===== src/rtl/sarseq_pkg.sv =====
package sarseq_pkg;
   localparam int WORD_LEN = 8;

   typedef struct packed {
      logic       start;
      logic [2:0] addr;
      logic       res8;
      logic       ref_se;
      logic [1:0] pwr;
   } ctl_word_t;
endpackage


===== src/rtl/sarseq_edge.sv =====
module sarseq_edge (
   input  logic clk,
   input  logic rst_n,
   input  logic dclk,
   output logic rise,
   output logic fall
);
   logic dclk_q;

   always_ff @(posedge clk or negedge rst_n) begin
      if (!rst_n) dclk_q <= 1'b0;
      else        dclk_q <= dclk;
   end

   assign rise = dclk & ~dclk_q;
   assign fall = ~dclk & dclk_q;
endmodule


===== src/rtl/sarseq_ctrl.sv =====
module sarseq_ctrl
   import sarseq_pkg::*;
#(
   parameter int       BLANK_HI  = 7,
   parameter int       BLANK_LO  = 3,
   parameter int       ACQ_START = 5,
   parameter int       ACQ_LEN   = 3,
   parameter bit       ID_EN     = 1'b1,
   parameter bit [2:0] ID_ADDR   = 3'b000
) (
   input  logic       clk,
   input  logic       rst_n,
   input  logic       cs_n,
   input  logic       din,
   input  logic       rise,
   input  logic       fall,
   output logic       hold,
   output logic       res8,
   output logic       ident,
   output logic       track,
   output logic       busy,
   output logic [1:0] pwr_mode,
   output logic       ref_single
);
   localparam int HOLD_EDGE = ACQ_START + ACQ_LEN;
   localparam int PER_HI    = WORD_LEN + BLANK_HI;
   localparam int PER_LO    = WORD_LEN + BLANK_LO;
   localparam int CNT_W     = $clog2(PER_HI + 1) + 1;
   localparam logic [CNT_W-1:0] CNT_MAX = '1;

   logic [CNT_W-1:0]    cnt;
   logic [WORD_LEN-1:0] shreg;
   logic [CNT_W-1:0]    period;
   logic                accept;
   ctl_word_t           cur;

   assign cur    = ctl_word_t'(shreg);
   assign period = cur.res8 ? CNT_W'(PER_LO) : CNT_W'(PER_HI);
   assign accept = rise && din && !cs_n && ((cnt == '0) || (cnt >= period));
   assign hold   = fall && !cs_n && cur.start && (cnt == CNT_W'(HOLD_EDGE));
   assign res8   = cur.res8;

   generate
      if (ID_EN) begin : g_ident
         assign ident = (cur.addr == ID_ADDR);
      end else begin : g_noident
         assign ident = 1'b0;
      end
   endgenerate

   always_ff @(posedge clk or negedge rst_n) begin
      if (!rst_n) begin
         cnt   <= '0;
         shreg <= '0;
         track <= 1'b0;
         busy  <= 1'b0;
      end else if (cs_n) begin
         cnt   <= '0;
         shreg <= '0;
         track <= 1'b0;
         busy  <= 1'b0;
      end else begin
         if (accept) begin
            cnt   <= CNT_W'(1);
            shreg <= WORD_LEN'(1);
         end else if (rise && (cnt != '0)) begin
            if (cnt != CNT_MAX) cnt <= cnt + 1'b1;
            if (cnt < CNT_W'(WORD_LEN)) shreg <= {shreg[WORD_LEN-2:0], din};
         end
         if (fall) begin
            busy <= hold;
            if (cnt == CNT_W'(ACQ_START)) track <= 1'b1;
            if (hold)                     track <= 1'b0;
         end
      end
   end

   always_ff @(posedge clk or negedge rst_n) begin
      if (!rst_n) begin
         pwr_mode   <= '0;
         ref_single <= 1'b0;
      end else if (hold) begin
         pwr_mode   <= cur.pwr;
         ref_single <= cur.ref_se;
      end
   end


   track_open_chk: assert property (@(posedge clk) disable iff (!rst_n)
      $rose(track) |-> (cnt == CNT_W'(ACQ_START)));

   busy_pulse_chk: assert property (@(posedge clk) disable iff (!rst_n)
      (busy && fall) |=> !busy);

   track_busy_chk: assert property (@(posedge clk) disable iff (!rst_n)
      track |-> !busy);

   deselect_chk: assert property (@(posedge clk) disable iff (!rst_n)
      cs_n |=> ((cnt == '0) && !busy && !track));
endmodule


===== src/rtl/sarseq_sar.sv =====
module sarseq_sar #(
   parameter int RES_HI = 12,
   parameter int RES_LO = 8
) (
   input  logic              clk,
   input  logic              rst_n,
   input  logic              cs_n,
   input  logic              fall,
   input  logic              hold,
   input  logic              res8,
   input  logic              ident,
   input  logic              cmp_hi,
   output logic [RES_HI-1:0] code,
   output logic              dout
);
   localparam int STEP_W = $clog2(RES_HI);
   localparam logic [RES_HI-1:0] MID = RES_HI'(1) << (RES_HI - 1);
   localparam logic [STEP_W-1:0] TOP_STEP = STEP_W'(RES_HI - 1);
   localparam logic [STEP_W-1:0] LAST_LO  = STEP_W'(RES_HI - RES_LO);

   logic [STEP_W-1:0] step, last_q;
   logic              conv_on, ident_q, bit_val;
   logic [RES_HI-1:0] code_nx;

   always_comb begin
      bit_val = ident_q ? code[step] : cmp_hi;
      code_nx = code;
      if (!ident_q) begin
         code_nx[step] = bit_val;
         if (step != last_q) code_nx[step - 1'b1] = 1'b1;
      end
   end

   always_ff @(posedge clk or negedge rst_n) begin
      if (!rst_n) begin
         code    <= '0;
         step    <= '0;
         last_q  <= '0;
         conv_on <= 1'b0;
         ident_q <= 1'b0;
         dout    <= 1'b0;
      end else if (cs_n) begin
         conv_on <= 1'b0;
         dout    <= 1'b0;
      end else if (hold) begin
         code    <= MID;
         step    <= TOP_STEP;
         last_q  <= res8 ? LAST_LO : '0;
         conv_on <= 1'b1;
         ident_q <= ident;
         dout    <= 1'b0;
      end else if (fall) begin
         if (conv_on) begin
            code <= code_nx;
            dout <= bit_val;
            if (step == last_q) conv_on <= 1'b0;
            else                step    <= step - 1'b1;
         end else begin
            dout <= 1'b0;
         end
      end
   end


   midscale_chk: assert property (@(posedge clk) disable iff (!rst_n)
      hold |=> (conv_on && (code == MID)));

   abort_chk: assert property (@(posedge clk) disable iff (!rst_n)
      cs_n |=> (!conv_on && !dout));

   quiet_chk: assert property (@(posedge clk) disable iff (!rst_n)
      (!cs_n && fall && !hold && !conv_on) |=> !dout);

   step_floor_chk: assert property (@(posedge clk) disable iff (!rst_n)
      conv_on |-> (step >= last_q));

   ident_code_chk: assert property (@(posedge clk) disable iff (!rst_n)
      (conv_on && ident_q) |-> (code == MID));
endmodule


===== src/rtl/serial_sar_seq.sv =====
module serial_sar_seq
   import sarseq_pkg::*;
#(
   parameter int       RES_HI    = 12,
   parameter int       RES_LO    = 8,
   parameter int       BLANK_HI  = 7,
   parameter int       BLANK_LO  = 3,
   parameter int       ACQ_START = 5,
   parameter int       ACQ_LEN   = 3,
   parameter bit       ID_EN     = 1'b1,
   parameter bit [2:0] ID_ADDR   = 3'b000
) (
   input  logic              clk,
   input  logic              rst_n,
   input  logic              cs_n,
   input  logic              dclk,
   input  logic              din,
   input  logic              cmp_hi,
   output logic              dout,
   output logic              dout_oe,
   output logic              busy,
   output logic              busy_oe,
   output logic [RES_HI-1:0] dac_code,
   output logic              track,
   output logic [1:0]        pwr_mode,
   output logic              ref_single
);
   generate
      if (RES_LO < 1 || RES_LO >= RES_HI) begin : g_bad_res
         $error("resolution parameters out of range");
      end
      if (ACQ_START + ACQ_LEN != WORD_LEN) begin : g_bad_acq
         $error("hold must fall on the last control clock");
      end
      if (WORD_LEN + BLANK_HI <= RES_HI || WORD_LEN + BLANK_LO <= RES_LO) begin : g_bad_blank
         $error("blanking too short for overlapped words");
      end
   endgenerate

   logic rise, fall, hold, res8, ident;

   sarseq_edge u_edge (
      .clk  (clk),
      .rst_n(rst_n),
      .dclk (dclk),
      .rise (rise),
      .fall (fall)
   );

   sarseq_ctrl #(
      .BLANK_HI (BLANK_HI),
      .BLANK_LO (BLANK_LO),
      .ACQ_START(ACQ_START),
      .ACQ_LEN  (ACQ_LEN),
      .ID_EN    (ID_EN),
      .ID_ADDR  (ID_ADDR)
   ) u_ctrl (
      .clk       (clk),
      .rst_n     (rst_n),
      .cs_n      (cs_n),
      .din       (din),
      .rise      (rise),
      .fall      (fall),
      .hold      (hold),
      .res8      (res8),
      .ident     (ident),
      .track     (track),
      .busy      (busy),
      .pwr_mode  (pwr_mode),
      .ref_single(ref_single)
   );

   sarseq_sar #(
      .RES_HI(RES_HI),
      .RES_LO(RES_LO)
   ) u_sar (
      .clk   (clk),
      .rst_n (rst_n),
      .cs_n  (cs_n),
      .fall  (fall),
      .hold  (hold),
      .res8  (res8),
      .ident (ident),
      .cmp_hi(cmp_hi),
      .code  (dac_code),
      .dout  (dout)
   );

   assign dout_oe = ~cs_n;
   assign busy_oe = ~cs_n;
endmodule


===== config.mk =====
export PLATFORM = sky130hd
export DESIGN_NAME = serial_sar_seq
export DESIGN_NICKNAME = d
export VERILOG_FILES = /design/src/rtl/sarseq_pkg.sv /design/src/rtl/sarseq_edge.sv /design/src/rtl/sarseq_ctrl.sv /design/src/rtl/sarseq_sar.sv /design/src/rtl/serial_sar_seq.sv
export SDC_FILE = /design/constraint.sdc
export NUM_CORES = 1
export LEC_CHECK = 0
export ABC_AREA = 1
export BUFFER_PORTS_ARGS = -buffer_cell sky130_fd_sc_hd__buf_2
export CORE_MARGIN = 3
export CORE_UTILIZATION = 60
export DETAILED_ROUTE_END_ITERATION = 16
export GPL_TIMING_DRIVEN = 0
export PLACE_DENSITY = 0.88
export SYNTH_ARGS = -nofsm -noshare
export SYNTH_HDL_FRONTEND = slang
export SYNTH_HIERARCHICAL = 1
export SYNTH_SLANG_ARGS = --single-unit

===== constraint.sdc =====
create_clock -name clk -period 4.1 [get_ports clk]
set_input_delay 0.41 -clock clk [delete_from_list [all_inputs] [get_ports clk]]
set_output_delay 0.41 -clock clk [all_outputs]
set_load 0.01 [all_outputs]

==> qor.txt <==
Hold Crit Class: in -> async
Vias in the first global route: 2286
Clock power frac: 42.2%
Status: finished clean
Hold_ws: 0.220 ns
Maximum VDD drop: 0.226 mV
Ys Warns: 6
Period utilization: 63.3%
Clock tree from TritonCTS: yes
Top cell type's share of synthesized area: 38.9%
Met3 Usage GRT: 4.55%
Clk_lat worst skew: 0.29 ns
Vias post-DR: 2333
Post-Synth Simple-Gate Area: 34.9%
Synthesized area per cell: 7.24 sq um
Top_reg_cell synth: dfrtp_1
RSZ-0062 raised after global routing: no
Asr flop ratio synth: 100%
CTS Buffer Depth: 2
Critical path class: reg -> reg
Combinational share of power: 5.1%
Clock skew: 0.00917 ns
Top cells by area, synth: dfrtp_1 (39%), nand2_1 (17%), inv_1 (5.5%)
Setup Fix Bufs, Post-CTS: 0
H-tree depth: 2
Register share of total power: 52.7%
Initial antenna violation count: 0
Combinational family with the most area after synthesis: simple AND/OR/NAND/NOR gates
Pre-CTS setup slack: 1.52 ns
Post-route minimum period: 2.60 ns
Total wire length: 5840 microns
Met1 usage: 30.0%
Switch share: 22.0%
EDFF count, synth: 0
Internal: 575 uW
Crit path DAT: 2.78 ns
Synthesized flop and latch total: 39
Post-Syn Instances: 347
Global routing's busiest layer: met2
Global-route wire length before repair: 10100 microns
GPL Wtd Cong: 0.921
Compound-Gate Fraction of Synth Area: 8.97%
Rows: 22
Fraction of layout cells with a size suffix above 1: 20.1%
Crit-path most repeated cell: inv_1
Setup TNS: 0 ns
Max Fanout on Critical Path: 10
Max_slew headroom: 43.3%
Setup slack after layout: 1.50 ns
GRT overflow: 0
Met2 usage: 43.3%
CP delay by family, top: buffers and inverters
Cts repair resizes: 0
DRT Pass-1 Iters: 4
# setup viols final: 0
Area Growth Syn to Fin: 11.5%
Final max-slew violation count: 0
Initial DRC Count: 204
Yosys top cell by area: dfrtp_1
Slew @ Worst Pin: 0.850 ns
DRC viols: 0
Core area: 3850 sq um
Largest net degree at the start of global routing: 40
Number of port buffers: 25
Adder-cell area share of the yosys netlist: 4.98%
All-Layer GR Usage: 24.9%
Width of the chip: 70.7 microns
CP endpoint kind: register
Final Hold Vio Count: 0
CTS clk-pin slew, worst paths: 0.08 ns
Max Clk Rate: 0.385 GHz
Post-DRT Antenna Nets: 0
Clk sinks: 39
Net Count, Synth: 363
Cts hold-fix bufs: 0
Post-DP HPWL: 4270 microns
Mux cell area share after synthesis: 0.448%
Die H: 70.7 microns
PD cells: 263 nW/um^2
CP Buf/Inv Count: 6
CP required: 4.29 ns
Slowest cell on the critical path: dfrtp_1
DR vias/cell: 5.46
Critical path, cell by cell: inv_1 -> ha_1 -> inv_1 -> nor2_1 -> nand3_1 -> inv_1 -> a21oi_1 -> inv_1 -> o211ai_1 -> inv_2 -> clkbuf_1 -> o21ai_0 -> nand2_1 -> nand2_1
Synth cell types: 29
Routed len/inst: 13.7 microns
Post-synthesis sequential area ratio: 38.9%
Post-Synth XOR/XNOR Area: 1.69%
I/O Pins: 26
Kind of start point of the critical path: register
TritonCTS Buffers: 5
Leakage power: 1.47 nW
Root Buffer: clkbuf_8
Final Net Count: 395
Synth Cell Area: 2510 sq um
Crit-path max cell delay: 0.45 ns
Starting Density: 65.2%
Switching Power: 162 uW
N_diodes: 0
Die area: 5000 sq um
Max-Cap Viols: 0
[layout make-up]
cell class	instances	area, sq um
tap	48	60.1
fill	320	1050
sequential	39	976
buffer	9	75.1
clock inverter	1	30.0
inverter	47	179
timing repair buffer	25	125
clock buffer	6	72.6
multi-input combinational	252	1280
[through the flow]
step | cells | cell area (sq um) | total power, mW | utilization (%)
after floorplan | 347 | 2510 | 0.416 | -
after global routing | 427 | 2800 | 0.760 | 72.6
after CTS | 427 | 2800 | 0.743 | 72.6
final | 427 | 2800 | 0.737 | 72.6
after global placement | 420 | 2700 | 0.433 | 70.0
after detailed placement | 420 | 2700 | 0.434 | 70.0
[final timing paths]
path,from,to,slack [ns],depth (start not counted)
worst max-delay path,u_ctrl/cnt[0],u_sar/code[10],1.50,14
worst min-delay path,rst_n,u_sar/code[3],0.22,1
worst max register to register,u_ctrl/cnt[0],u_sar/code[10],1.50,14
worst min register to register,u_ctrl/pwr_mode[1],u_ctrl/pwr_mode[1],0.48,2
max in group asynchronous,rst_n,u_ctrl/cur[0],3.34,1
min in group clk,dclk,u_edge/dclk_q,0.25,1
[cell usage after synthesis, types with 4 or more instances]
| cell | count |
|---|---|
| nand2_1 | 112 |
| dfrtp_1 | 39 |
| inv_1 | 37 |
| nor2_1 | 32 |
| nand3_1 | 27 |
| o21ai_0 | 13 |
| nand4_1 | 11 |
| a21oi_2 | 10 |
| ha_1 | 10 |
| inv_2 | 9 |
| a21oi_1 | 7 |
| nand2_2 | 5 |
| nor2_2 | 5 |
| buf_6 | 4 |
[power by group through the flow]
stage / sequential, mW / clock, mW / combinational [mW]
2_1_floorplan: 0.395 / 0 / 0.0210
3_3_place_gp: 0.396 / 0 / 0.0367
3_5_place_dp: 0.396 / 0 / 0.0377
4_1_cts: 0.388 / 0.317 / 0.0379
5_1_grt: 0.389 / 0.329 / 0.0419
6_report: 0.388 / 0.312 / 0.0375
[metal layers]
layer / vias to the layer above / part of all wire (%)
met5: - / 0
met4: 0 / 2.1
met3: 19 / 4.5
met2: 70 / 52
met1: 1084 / 42
li1: 1160 / -
[layout by cell type (no fill, tap or decap), types with 2 or more instances in the layout]
master,Yosys,final
inv_2,9,9
nand4_1,11,11
nand2_2,5,5
clkbuf_8,0,5
nand2_1,112,112
buf_4,3,3
o21ai_1,3,3
ha_1,10,10
nand3_1,27,27
buf_6,4,4
or2_2,2,2
nor2_1,32,32
o21ai_0,13,13
a21oi_2,10,10
buf_2,0,25
inv_1,37,37
a21oi_1,7,7
nand3_2,3,3
xor2_1,2,2
a22oi_1,2,2
clkbuf_1,2,3
nor3_1,2,2
dfrtp_1,39,39
nor2_2,5,5
[registers in the layout (all words and copies together) (netlist names)]
signal / cells
u_ctrl/pwr_mode: 2
u_sar/code: 12
u_ctrl/ref_single: 1
u_sar/dout: 1
u_sar/ident_q: 1
u_sar/last_q: 1
u_ctrl/cur: 8
u_ctrl/track: 1
u_sar/conv_on: 1
u_ctrl/cnt: 5
u_ctrl/busy: 1
u_sar/step: 4
u_edge/dclk_q: 1
[worst reg2reg max path, cell delays in order, from the launching register on]
cell,delay (ns)
dfrtp_1,0.45
inv_1,0.11
ha_1,0.22
inv_1,0.06
nor2_1,0.14
nand3_1,0.24
inv_1,0.29
a21oi_1,0.11
inv_1,0.08
o211ai_1,0.09
inv_2,0.08
clkbuf_1,0.31
o21ai_0,0.18
nand2_1,0.09
nand2_1,0.05
[cells by family (layout without fill, tap and decap cells)]
| family | Yosys count | after routing |
|---|---|---|
| AO/OA/AOI/OAI | 36 | 36 |
| XOR/XNOR | 4 | 4 |
| adder cells (fa/ha/maj) | 10 | 10 |
| buffers and inverters | 56 | 88 |
| flip-flops | 39 | 39 |
| multiplexers | 1 | 1 |
| AND/OR/NAND/NOR | 201 | 201 |
(Power assumes the default switching activity.)
